### config.mk
export PLATFORM = sky130hd
export DESIGN_NAME = smfx_arith_unit
export DESIGN_NICKNAME = d
export VERILOG_FILES = /design/src/rtl/smfx_pkg.sv /design/src/rtl/smfx_addsub.sv /design/src/rtl/smfx_mul_iter.sv /design/src/rtl/smfx_div_iter.sv /design/src/rtl/smfx_sqrt_iter.sv /design/src/rtl/smfx_arith_unit.sv
export SDC_FILE = /design/constraint.sdc
export NUM_CORES = 1
export LEC_CHECK = 0
export ABC_CLOCK_PERIOD_IN_PS = 5100
export BUFFER_PORTS_ARGS = -buffer_cell sky130_fd_sc_hd__buf_2
export CELL_PAD_IN_SITES_DETAIL_PLACEMENT = 1
export CELL_PAD_IN_SITES_GLOBAL_PLACEMENT = 1
export CORE_MARGIN = 2
export CORE_UTILIZATION = 48
export CTS_BUF_LIST = sky130_fd_sc_hd__clkbuf_16
export DETAILED_ROUTE_END_ITERATION = 10
export PLACE_DENSITY = 0.84
export RECOVER_POWER = 25
export SETUP_SLACK_MARGIN = 0.2
export SYNTH_ARGS = -nofsm -noshare
export SYNTH_HDL_FRONTEND = slang
export SYNTH_SLANG_ARGS = --single-unit
export TNS_END_PERCENT = 1
### constraint.sdc
create_clock -name clk -period 5.1 [get_ports clk]
set_clock_uncertainty 0.05 [all_clocks]
set_input_delay 0.51 -clock clk [delete_from_list [all_inputs] [get_ports clk]]
set_output_delay 0.51 -clock clk [all_outputs]
set_load 0.02 [all_outputs]
### src/rtl/smfx_pkg.sv
package smfx_pkg;
  localparam int SMFX_MAG_W  = 31;
  localparam int SMFX_FRAC_W = 16;

  typedef enum logic [2:0] {
    OP_ADD  = 3'd0,
    OP_SUB  = 3'd1,
    OP_MUL  = 3'd2,
    OP_DIV  = 3'd3,
    OP_SQRT = 3'd4
  } smfx_op_e;

  typedef enum logic [1:0] {
    ST_IDLE = 2'd0,
    ST_BUSY = 2'd1,
    ST_HOLD = 2'd2
  } smfx_st_e;
endpackage

### src/rtl/smfx_addsub.sv
module smfx_addsub #(
  parameter int MAG_W = 31
) (
  input  logic [MAG_W:0] a,
  input  logic [MAG_W:0] b,
  input  logic           sub,
  output logic [MAG_W:0] res,
  output logic           ovf
);
  logic             sa, eb, s;
  logic [MAG_W-1:0] am, bm, mag;
  logic [MAG_W:0]   sum;

  always_comb begin
    sa  = a[MAG_W];
    eb  = b[MAG_W] ^ sub;
    am  = a[MAG_W-1:0];
    bm  = b[MAG_W-1:0];
    sum = {1'b0, am} + {1'b0, bm};
    ovf = 1'b0;
    s   = sa;
    mag = '0;
    if (sa == eb) begin
      ovf = sum[MAG_W];
      mag = sum[MAG_W] ? {MAG_W{1'b1}} : sum[MAG_W-1:0];
    end else if (am >= bm) begin
      mag = am - bm;
    end else begin
      mag = bm - am;
      s   = eb;
    end
    res = {s && (mag != '0), mag};
  end
endmodule

### src/rtl/smfx_mul_iter.sv
module smfx_mul_iter #(
  parameter int MAG_W  = 31,
  parameter int FRAC_W = 16
) (
  input  logic             clk,
  input  logic             rst_n,
  input  logic             start,
  input  logic [MAG_W-1:0] a,
  input  logic [MAG_W-1:0] b,
  output logic             done,
  output logic [MAG_W-1:0] mag,
  output logic             ovf
);
  localparam int PW = 2 * MAG_W;
  localparam int CW = $clog2(MAG_W + 1);

  logic [PW-1:0]    p;
  logic [MAG_W-1:0] mcand;
  logic [CW-1:0]    cnt;
  logic             run;
  logic [MAG_W:0]   sum;

  always_comb sum = {1'b0, p[PW-1:MAG_W]} + (p[0] ? {1'b0, mcand} : '0);

  always_ff @(posedge clk or negedge rst_n) begin
    if (!rst_n) begin
      p <= '0; mcand <= '0; cnt <= '0; run <= 1'b0; done <= 1'b0;
    end else begin
      done <= 1'b0;
      if (start) begin
        p     <= {{MAG_W{1'b0}}, b};
        mcand <= a;
        cnt   <= '0;
        run   <= 1'b1;
      end else if (run) begin
        p   <= {sum, p[MAG_W-1:1]};
        cnt <= cnt + 1'b1;
        if (cnt == CW'(MAG_W - 1)) begin
          run  <= 1'b0;
          done <= 1'b1;
        end
      end
    end
  end

  assign mag = p[FRAC_W +: MAG_W];
  assign ovf = |p[PW-1:FRAC_W+MAG_W];
endmodule

### src/rtl/smfx_div_iter.sv
module smfx_div_iter #(
  parameter int MAG_W  = 31,
  parameter int FRAC_W = 16
) (
  input  logic             clk,
  input  logic             rst_n,
  input  logic             start,
  input  logic [MAG_W-1:0] a,
  input  logic [MAG_W-1:0] b,
  output logic             done,
  output logic [MAG_W-1:0] mag,
  output logic             ovf
);
  localparam int DW = MAG_W + FRAC_W;
  localparam int CW = $clog2(DW + 1);

  logic [DW-1:0]    q;
  logic [MAG_W-1:0] r, dsr, diff;
  logic [MAG_W:0]   sh;
  logic             ge;
  logic [CW-1:0]    cnt;
  logic             run;

  always_comb begin
    sh   = {r, q[DW-1]};
    ge   = sh >= {1'b0, dsr};
    diff = sh[MAG_W-1:0] - dsr;
  end

  always_ff @(posedge clk or negedge rst_n) begin
    if (!rst_n) begin
      q <= '0; r <= '0; dsr <= '0; cnt <= '0; run <= 1'b0; done <= 1'b0;
    end else begin
      done <= 1'b0;
      if (start) begin
        q   <= {a, {FRAC_W{1'b0}}};
        r   <= '0;
        dsr <= b;
        cnt <= '0;
        run <= 1'b1;
      end else if (run) begin
        r   <= ge ? diff : sh[MAG_W-1:0];
        q   <= {q[DW-2:0], ge};
        cnt <= cnt + 1'b1;
        if (cnt == CW'(DW - 1)) begin
          run  <= 1'b0;
          done <= 1'b1;
        end
      end
    end
  end

  assign mag = q[MAG_W-1:0];
  assign ovf = |q[DW-1:MAG_W];
endmodule

### src/rtl/smfx_sqrt_iter.sv
module smfx_sqrt_iter #(
  parameter int MAG_W  = 31,
  parameter int FRAC_W = 16
) (
  input  logic             clk,
  input  logic             rst_n,
  input  logic             start,
  input  logic [MAG_W-1:0] a,
  output logic             done,
  output logic [MAG_W-1:0] mag
);
  localparam int RW   = (MAG_W + FRAC_W + 1) / 2;
  localparam int RADW = 2 * RW;
  localparam int CW   = $clog2(RW + 1);

  logic [RADW-1:0] rad;
  logic [RW-1:0]   root;
  logic [RW:0]     rem, diff;
  logic [RW+2:0]   shr;
  logic [RW+1:0]   trial;
  logic            ge;
  logic [CW-1:0]   cnt;
  logic            run;

  always_comb begin
    shr   = {rem, rad[RADW-1:RADW-2]};
    trial = {root, 2'b01};
    ge    = shr >= {1'b0, trial};
    diff  = shr[RW:0] - trial[RW:0];
  end

  always_ff @(posedge clk or negedge rst_n) begin
    if (!rst_n) begin
      rad <= '0; root <= '0; rem <= '0; cnt <= '0; run <= 1'b0; done <= 1'b0;
    end else begin
      done <= 1'b0;
      if (start) begin
        rad  <= RADW'({a, {FRAC_W{1'b0}}});
        root <= '0;
        rem  <= '0;
        cnt  <= '0;
        run  <= 1'b1;
      end else if (run) begin
        rem  <= ge ? diff : shr[RW:0];
        root <= {root[RW-2:0], ge};
        rad  <= {rad[RADW-3:0], 2'b00};
        cnt  <= cnt + 1'b1;
        if (cnt == CW'(RW - 1)) begin
          run  <= 1'b0;
          done <= 1'b1;
        end
      end
    end
  end

  assign mag = MAG_W'(root);
endmodule

### src/rtl/smfx_arith_unit.sv
module smfx_arith_unit
  import smfx_pkg::*;
#(
  parameter int MAG_W  = SMFX_MAG_W,
  parameter int FRAC_W = SMFX_FRAC_W
) (
  input  logic           clk,
  input  logic           rst_n,
  input  logic           cmd_valid,
  output logic           cmd_ready,
  input  logic [2:0]     cmd_op,
  input  logic [MAG_W:0] cmd_a,
  input  logic [MAG_W:0] cmd_b,
  output logic           res_valid,
  input  logic           res_ready,
  output logic [MAG_W:0] res_val,
  output logic           res_ovf,
  output logic           res_dz,
  output logic           res_err
);
  localparam logic [MAG_W-1:0] MAG_MAX = {MAG_W{1'b1}};

  smfx_st_e         st;
  logic             accept, sa, sb, rsgn;
  logic [MAG_W-1:0] am, bm;
  logic             mul_sel, div_sel, sqrt_sel;
  logic [MAG_W:0]   as_res, q_res, it_res;
  logic             as_ovf, q_ovf, q_dz, q_err, it_ovf, it_done;
  logic             mul_done, div_done, sqrt_done, mul_ovf, div_ovf;
  logic [MAG_W-1:0] mul_mag, div_mag, sqrt_mag;

  assign cmd_ready = (st == ST_IDLE);
  assign res_valid = (st == ST_HOLD);
  assign accept    = cmd_valid && cmd_ready;
  assign sa = cmd_a[MAG_W];
  assign sb = cmd_b[MAG_W];
  assign am = cmd_a[MAG_W-1:0];
  assign bm = cmd_b[MAG_W-1:0];

  assign mul_sel  = (cmd_op == OP_MUL);
  assign div_sel  = (cmd_op == OP_DIV) && (bm != '0);
  assign sqrt_sel = (cmd_op == OP_SQRT) && !(sa && (am != '0));

  smfx_addsub #(.MAG_W(MAG_W)) u_addsub (
    .a(cmd_a), .b(cmd_b), .sub(cmd_op == OP_SUB), .res(as_res), .ovf(as_ovf)
  );

  smfx_mul_iter #(.MAG_W(MAG_W), .FRAC_W(FRAC_W)) u_mul (
    .clk(clk), .rst_n(rst_n), .start(accept && mul_sel), .a(am), .b(bm),
    .done(mul_done), .mag(mul_mag), .ovf(mul_ovf)
  );

  smfx_div_iter #(.MAG_W(MAG_W), .FRAC_W(FRAC_W)) u_div (
    .clk(clk), .rst_n(rst_n), .start(accept && div_sel), .a(am), .b(bm),
    .done(div_done), .mag(div_mag), .ovf(div_ovf)
  );

  smfx_sqrt_iter #(.MAG_W(MAG_W), .FRAC_W(FRAC_W)) u_sqrt (
    .clk(clk), .rst_n(rst_n), .start(accept && sqrt_sel), .a(am),
    .done(sqrt_done), .mag(sqrt_mag)
  );

  function automatic logic [MAG_W:0] fold(input logic s, input logic [MAG_W-1:0] m,
                                          input logic o);
    if (o) return {s, MAG_MAX};
    if (m == '0) return '0;
    return {s, m};
  endfunction

  always_comb begin
    q_res = '0; q_ovf = 1'b0; q_dz = 1'b0; q_err = 1'b0;
    case (cmd_op)
      OP_ADD, OP_SUB: begin q_res = as_res; q_ovf = as_ovf; end
      OP_DIV:         begin q_res = {sa ^ sb, MAG_MAX}; q_dz = 1'b1; end
      OP_SQRT:        q_err = 1'b1;
      default:        ;
    endcase
  end

  always_comb begin
    it_done = mul_done || div_done || sqrt_done;
    it_ovf  = 1'b0;
    if (mul_done) begin
      it_res = fold(rsgn, mul_mag, mul_ovf); it_ovf = mul_ovf;
    end else if (div_done) begin
      it_res = fold(rsgn, div_mag, div_ovf); it_ovf = div_ovf;
    end else begin
      it_res = {1'b0, sqrt_mag};
    end
  end

  always_ff @(posedge clk or negedge rst_n) begin
    if (!rst_n) begin
      st <= ST_IDLE; rsgn <= 1'b0;
      res_val <= '0; res_ovf <= 1'b0; res_dz <= 1'b0; res_err <= 1'b0;
    end else begin
      case (st)
        ST_IDLE: if (accept) begin
          rsgn <= sa ^ sb;
          if (!(mul_sel || div_sel || sqrt_sel)) begin
            res_val <= q_res; res_ovf <= q_ovf; res_dz <= q_dz; res_err <= q_err;
            st <= ST_HOLD;
          end else begin
            st <= ST_BUSY;
          end
        end
        ST_BUSY: if (it_done) begin
          res_val <= it_res; res_ovf <= it_ovf; res_dz <= 1'b0; res_err <= 1'b0;
          st <= ST_HOLD;
        end
        ST_HOLD: if (res_ready) st <= ST_IDLE;
        default: st <= ST_IDLE;
      endcase
    end
  end
endmodule

==> impl_metrics.py, run 1 <==
metrics = {
    "floorplan": {
        "io_pins": 108,
        "rows": 84,
        "fp.dieH_um": 235,
        "start_util_pct": 48.7,
        "die_w_um": 235,
        "die_area_um2": 55400,
        "coreArea_um2": 52800,
    },
    "placement": {
        "hpwlAfterDp_um": 86800,
        "portBuffers": 107,
        "place_area_um2": 27800,
        "placedCellCount": 3891,
        "gp_congestion": 1.04,
    },
    "status": {
        "status": "complete, but fails checks",
        "violations": "max-capacitance violations, max-slew violations",
    },
    "drt": {
        "drc": 0,
        "first_pass_iters": 5,
        "drtAntennaViolNets": 0,
        "wl_per_cell_um": 28.5,
        "drt-initial-drc-count": 2227,
        "routed_wirelength_um": 113000,
        "post_drt_via_cell_ratio": 6.50,
        "num_vias": 25900,
    },
    "timing": {
        "min_period_ns": 4.54,
        "worst_pin_slew_ns": 2.85,
        "fin_setup_tns_ns": 0,
        "slew-limit-headroom_pct": -90.0,
        "period_share_pct": 89.1,
        "rsz0062_at_grt": "false",
        "slew_violations": 217,
        "setup_viol": 0,
        "hold_viol": 0,
        "max_freq_mhz": 220,
    },
    "worst_setup_path": {
        "max_stage_delay_ns": 0.43,
        "crit_required_ns": 5.53,
        "crit_top_cell": "a211oi_1",
        "slowest_stage": "a211oi_1",
        "start_kind": "flip-flop",
        "critPathKind": "flip-flop to flip-flop",
        "endpoint_kind": "flip-flop",
        "path_cells": "inv_1 -> ha_1 -> fa_1 -> nor2b_1 -> o21ai_1 -> a21boi_0 -> o21ai_1 -> a211oi_1 -> nor2_1 -> a211oi_1 -> buf_4 -> o41a_1 -> a31oi_4 -> buf_12 -> nor4_1 -> a21oi_1 -> a211oi_1",
        "arrival_ns": 4.98,
        "critical_path.max_fanout": 47,
    },
    "yosys": {
        "syn-num-nets": 3379,
        "yosys_register_bits": 343,
        "synth_async_sr_flop_share_pct": 100,
        "syn_avg_cell_area_um2": 8.26,
        "synth-edff-count": 0,
        "synth_area_leaders": "dfrtp_1 (33%), ha_1 (9.5%), mux2i_1 (7.6%), o21ai_0 (6.3%), a21oi_1 (4.8%)",
        "syn_inst": 3109,
        "yosys_warnings": 0,
        "synth_top_area_share_pct": 33.4,
        "synth_cell_type_count": 88,
        "yosysSeqAreaShare_pct": 33.4,
        "ys.flop_type": "dfrtp_1",
        "synth_area_um2": 25700,
        "post-synth-top-area-cell": "dfrtp_1",
        "synth_common_cells": "dfrtp_1 (343), o21ai_0 (321), nor2_1 (317), nand2_1 (261), a21oi_1 (245)",
        "yosysMostFrequentCell": "dfrtp_1",
    },
    "cts": {
        "clock-sinks": 343,
        "root_buffer": "clkbuf_16",
        "path_clk_slew_ns": 0.06,
        "worstSkewPairLatency_ns": 0.58,
        "clk_path_buf_depth": 3,
        "cts_tree": "built",
        "ctsHtreeMaxLevel": 2,
        "cts_made_buffers": 41,
    },
    "pwr": {
        "ir_worst_vdd_v": 0.000526,
        "leakagePower_uw": 0.0139,
        "power_density_nw_per_um2": 687,
        "p_total_uw": 20000,
    },
    "global_routing": {
        "track_usage_pct": 40.6,
        "antenna_found_initial": 12,
        "grt_pass1_vias": 26900,
        "grt_pass1_wl_um": 171000,
        "grt_max_degree": 109,
        "overflow": 0,
    },
    "final_layout": {
        "drive_above_1_share_pct": 10.9,
        "nets": 3517,
        "final-instance-count-excl-fill": 3975,
        "area_growth_pct": 13.4,
        "design_area_um2": 29100,
    },
    "job": {
        "max_cap_violations": 2,
    },
    "worst_hold_path": {
        "hp-class": "input port to flip-flop",
    },
}
-- layout make-up --
class,count,area (um2)
tap,688,861
clock inverter,33,299
antenna,7,17.5
inverter,199,747
clock buffer,43,1080
timing repair buffer,267,1780
sequential,343,8590
multi-input combinational,2395,15700
fill,6348,23600
-- sequential cells by signal (all words and copies together) (netlist names), 6 cells and up --
name	flops
res_val	32
u_div.cnt	6
u_div.q	47
u_div.r	31
u_sqrt.rem	25
u_div.dsr	31
u_sqrt.root	24
u_mul.mcand	31
u_sqrt.rad	32
u_mul.p	62
-- what timing repair did --
item	4_1_cts	5_1_grt
hold endpoints to repair	68	0
setup buffers	0	0
hold buffers	1	0
gates resized for setup	0	0
-- final timing paths --
kind                       depth (start not counted)                          end  slack (ns)                   startpoint
max                                               17      u_div.r[12]$_DFFE_PN0P_        0.56      u_div.q[46]$_DFFE_PN0P_
min                                                3            st[1]$_DFFE_PN0P_        0.17                    res_ready
min in group asynchronous                          2      u_mul.p[59]$_DFFE_PN0P_        0.43                        rst_n
max reg2reg                                       17      u_div.r[12]$_DFFE_PN0P_        0.56      u_div.q[46]$_DFFE_PN0P_
max in group asynchronous                          3          u_div.run$_DFF_PN0_        1.04                        rst_n
min reg2reg                                        2  u_mul.mcand[29]$_DFFE_PN0P_        0.43  u_mul.mcand[29]$_DFFE_PN0P_
-- layout by cell type (no fill, tap or decap), types with 11 or more instances in the layout --
cell type  netlist  routed
a31oi_1         50      49
nor4_1          50      50
ha_1           194     194
xor2_1          39      38
clkbuf_1       154      15
nor3_1          49      48
dfrtp_1        343     340
nand3b_1        11      11
nand4_1         44      44
o21a_1          28      28
nor2b_1         17      17
nand3_1         61      61
o31ai_1         18      18
a21o_1          52      52
buf_2            8      91
nand2b_1        16      16
clkinv_1         1      11
nor2_1         317     314
clkbuf_16        0      43
xnor2_1         51      50
o211ai_1        25      25
a211oi_1        46      46
or3_1           13      13
buf_4            2     153
and2_1          38      38
and3_1          22      22
or2_2           17      17
o21ai_0        321     321
o221ai_1        13      13
mux2i_1        194     194
o21bai_1        31      31
nand2_1        261     261
a221oi_1        14      14
a21oi_1        245     244
inv_1          198     204
a21boi_0        13      13
-- power breakdown --
group          internal [uW]  leakage, uW  switching [uW]  total, uW
clock                   1820     0.000706            1250       3070
combinational           4520      0.00906            6610      11100
sequential              4120      0.00417            1670       5790
-- routing by layer --
| metal | wire [um] | part of all wire [%] | GRT usage [%] | up-vias |
|---|---|---|---|---|
| met4 | 6480 | 5.7 | 21.0 | 4 |
| met1 | 47900 | 42 | 54.0 | 13100 |
| met5 | 27 | 0.024 | 0 | - |
| met3 | 9370 | 8.3 | 8.68 | 281 |
| li1 | - | - | - | 11400 |
| met2 | 49600 | 44 | 62.3 | 1091 |
-- worst max-delay path, delay by kind of cell, from the launching register on --
family                     cells  cell delay, ns
AOI/OAI and AO/OA              9            1.96
adders and majority gates      2            0.70
buffers and inverters          3            0.70
DFF                            1            0.39
and+or+nand+nor                3            0.61
-- kinds of logic after synthesis --
family | share of synthesized area, %
buf+inv | 5.53
xor+xnor | 3.07
flops | 33.4
mux | 7.56
fa+ha+maj | 9.84
simple gates | 17.3
compound gates | 23.2
-- metrics by stage --
stage / util [%] / hold WS [ns] / setup WS, ns
3_3_place_gp: 52.6 / 0.403 / 0.367
3_5_place_dp: 52.6 / 0.420 / 0.295
5_1_grt: 55.2 / 0.192 / 0.302
2_1_floorplan: - / 0.164 / 1.25
6_report: 55.2 / 0.169 / 0.555
4_1_cts: 55.2 / 0.150 / 0.556
Note: power is estimated with default switching activity, not from simulation.
==> run 2: changes to the inputs <==
==> constraint.sdc (replaced) <==
create_clock -name clk -period 5.1 [get_ports clk]
set_clock_uncertainty 0.05 [all_clocks]
set_input_delay 0.255 -clock clk [delete_from_list [all_inputs] [get_ports clk]]
set_output_delay 0.255 -clock clk [all_outputs]
set_load 0.02 [all_outputs]
==> impl_metrics.py, run 2 (synthesis gave the netlist of run 1 again) <==
metrics = {
    "final_layout": {
        "nets": 3512,
        "final_cell_mix": "dfrtp_1 (340), o21ai_0 (319), nor2_1 (314), nand2_1 (261), a21oi_1 (243)",
        "drive_above_1_share_pct": 9.32,
        "top_register": "u_mul.p",
        "layout_commonest_cell": "dfrtp_1",
        "top_regs": "u_mul.p x62, u_div.q x47",
        "largest_reg_flops": 62,
        "area_growth_pct": 13.5,
        "final-instance-count-excl-fill": 3966,
    },
    "drt": {
        "wl_per_cell_um": 28.4,
        "num_vias": 25900,
        "first_pass_iters": 5,
        "drc": 0,
        "post_drt_via_cell_ratio": 6.53,
        "routed_wirelength_um": 113000,
        "drt-initial-drc-count": 2341,
        "drtAntennaViolNets": 0,
    },
    "timing": {
        "slew_violations": 208,
        "hold_viol": 0,
        "rsz0062_at_grt": "false",
        "fin_setup_tns_ns": 0,
        "max_freq_mhz": 212,
        "worst_pin_slew_ns": 2.38,
        "setup_viol": 0,
        "period_share_pct": 92.4,
        "min_period_ns": 4.71,
        "slew-limit-headroom_pct": -58.4,
    },
    "cts": {
        "ctsHtreeMaxLevel": 2,
        "worstSkewPairLatency_ns": 0.60,
        "post_cts_buffers": 0,
        "path_clk_slew_ns": 0.06,
        "cts_made_buffers": 41,
        "clock-sinks": 343,
        "clk_path_buf_depth": 3,
        "cts_tree": "built",
        "root_buffer": "clkbuf_16",
    },
    "floorplan": {
        "die_w_um": 235,
        "coreArea_um2": 52800,
        "rows": 84,
        "die_area_um2": 55400,
        "fp.dieH_um": 235,
        "start_util_pct": 48.7,
        "io_pins": 108,
    },
    "pwr": {
        "power_density_nw_per_um2": 683,
        "ir_worst_vdd_v": 0.000679,
        "internal_power_uw": 10400,
        "leakagePower_uw": 0.0138,
        "p_switching_uw": 9530,
        "switching_share_pct": 47.9,
        "seqPwrFrac_pct": 29.2,
        "clkPwrFrac_pct": 15.1,
        "power_frac_comb_pct": 55.6,
        "p_total_uw": 19900,
    },
    "worst_hold_path": {
        "hp-class": "input port to flip-flop",
    },
    "worst_setup_path": {
        "critPathKind": "input port to flip-flop",
        "reg2reg_slack_ns": 0.42,
        "start_kind": "input port",
        "critical_path.max_fanout": 12,
        "endpoint_kind": "flip-flop",
        "crit_required_ns": 5.51,
        "arrival_ns": 5.12,
    },
    "placement": {
        "gp_congestion": 1.07,
        "placedCellCount": 3852,
        "portBuffers": 107,
        "hpwlAfterDp_um": 86600,
    },
    "global_routing": {
        "grt_pass1_vias": 26600,
        "grt_max_degree": 139,
        "overflow": 0,
        "track_usage_pct": 40.1,
        "grt_pass1_wl_um": 170000,
        "antenna_found_initial": 15,
    },
    "job": {
        "max_cap_violations": 2,
    },
    "status": {
        "violations": "max-capacitance violations, max-slew violations",
        "status": "complete, but fails checks",
    },
}
[run 2: cell count changes in the layout (fill, tap and decap cells not counted), moves of 3 or more]
cell and change:
buf_2 -17, buf_4 -39, clkinv_2 -3, diode_2 -3, clkbuf_1 +17, dlygate4sd3_1 +34
[run 2: power groups by stage]
stage	sequential, uW	clock [uW]	combinational, uW
2_1_floorplan	5030	0	7800
3_3_place_gp	5620	0	10100
3_5_place_dp	5720	0	10800
4_1_cts	5720	3040	11000
5_1_grt	5920	3140	12100
6_report	5810	3010	11100
[run 2: final cells by class]
type | instances | area [um2]
Fill cell | 6326 | 23600
Multi-Input combinational cell | 2395 | 15800
Sequential cell | 343 | 8590
Timing Repair Buffer | 262 | 1810
Clock buffer | 42 | 1050
Tap cell | 688 | 861
Inverter | 199 | 747
Clock inverter | 33 | 289
Antenna cell | 4 | 10.0
[run 2: worst max-delay path, cell delays in order]
cell	delay, ns
dlygate4sd3_1	0.54
buf_2	0.22
inv_1	0.09
ha_1	0.55
or2b_1	0.27
o211ai_1	0.21
a311o_1	0.33
o31a_1	0.29
o31ai_1	0.17
o21ai_1	0.41
nand2_1	0.21
buf_4	0.23
o22a_1	0.17
a21oi_1	0.37
nand4_1	0.22
nor4_1	0.42
a31oi_1	0.15
[run 2: repair_timing]
action,4_1_cts,5_1_grt
endpoints found under the setup margin,0,2
resized for setup,0,7
endpoints found under the hold margin,146,0
hold buffers,35,0
[run 2: routing by layer]
| layer | GRT usage (%) | part of all wire [%] | vias up |
|---|---|---|---|
| li1 | - | - | 11400 |
| met5 | 0 | 0.031 | - |
| met3 | 6.55 | 8.2 | 278 |
| met4 | 18.3 | 5.3 | 4 |
| met2 | 62.9 | 44 | 1077 |
| met1 | 54.5 | 42 | 13200 |
[run 2: path summary, 6_finish.rpt]
check | start | end | cells after the start
setup / recovery | cmd_a[2] | res_val[31]$_DFFE_PN0P_ | 17
hold / removal | cmd_a[10] | u_sqrt.rad[26]$_DFFE_PN0P_ | 3
setup reg to reg | u_div.q[46]$_DFFE_PN0P_ | u_div.r[12]$_DFFE_PN0P_ | 17
hold reg to reg | u_mul.mcand[27]$_DFFE_PN0P_ | u_mul.mcand[27]$_DFFE_PN0P_ | 2
max in group asynchronous | rst_n | u_div.run$_DFF_PN0_ | 3
min in group asynchronous | rst_n | u_mul.mcand[27]$_DFFE_PN0P_ | 2
[run 2: through the flow]
step / util, % / area, um2 / hold WS, ns / setup slack, ns
after CTS: 55.3 / 29200 / 0.00241 / 0.202
after global routing: 55.2 / 29100 / 0.0304 / 0.235
after floorplan: - / 25700 / -0.0906 / 1.25
after global placement: 52.1 / 27500 / 0.239 / 0.191
final: 55.2 / 29100 / 0.0189 / 0.390
after detailed placement: 52.1 / 27500 / 0.250 / 0.0885
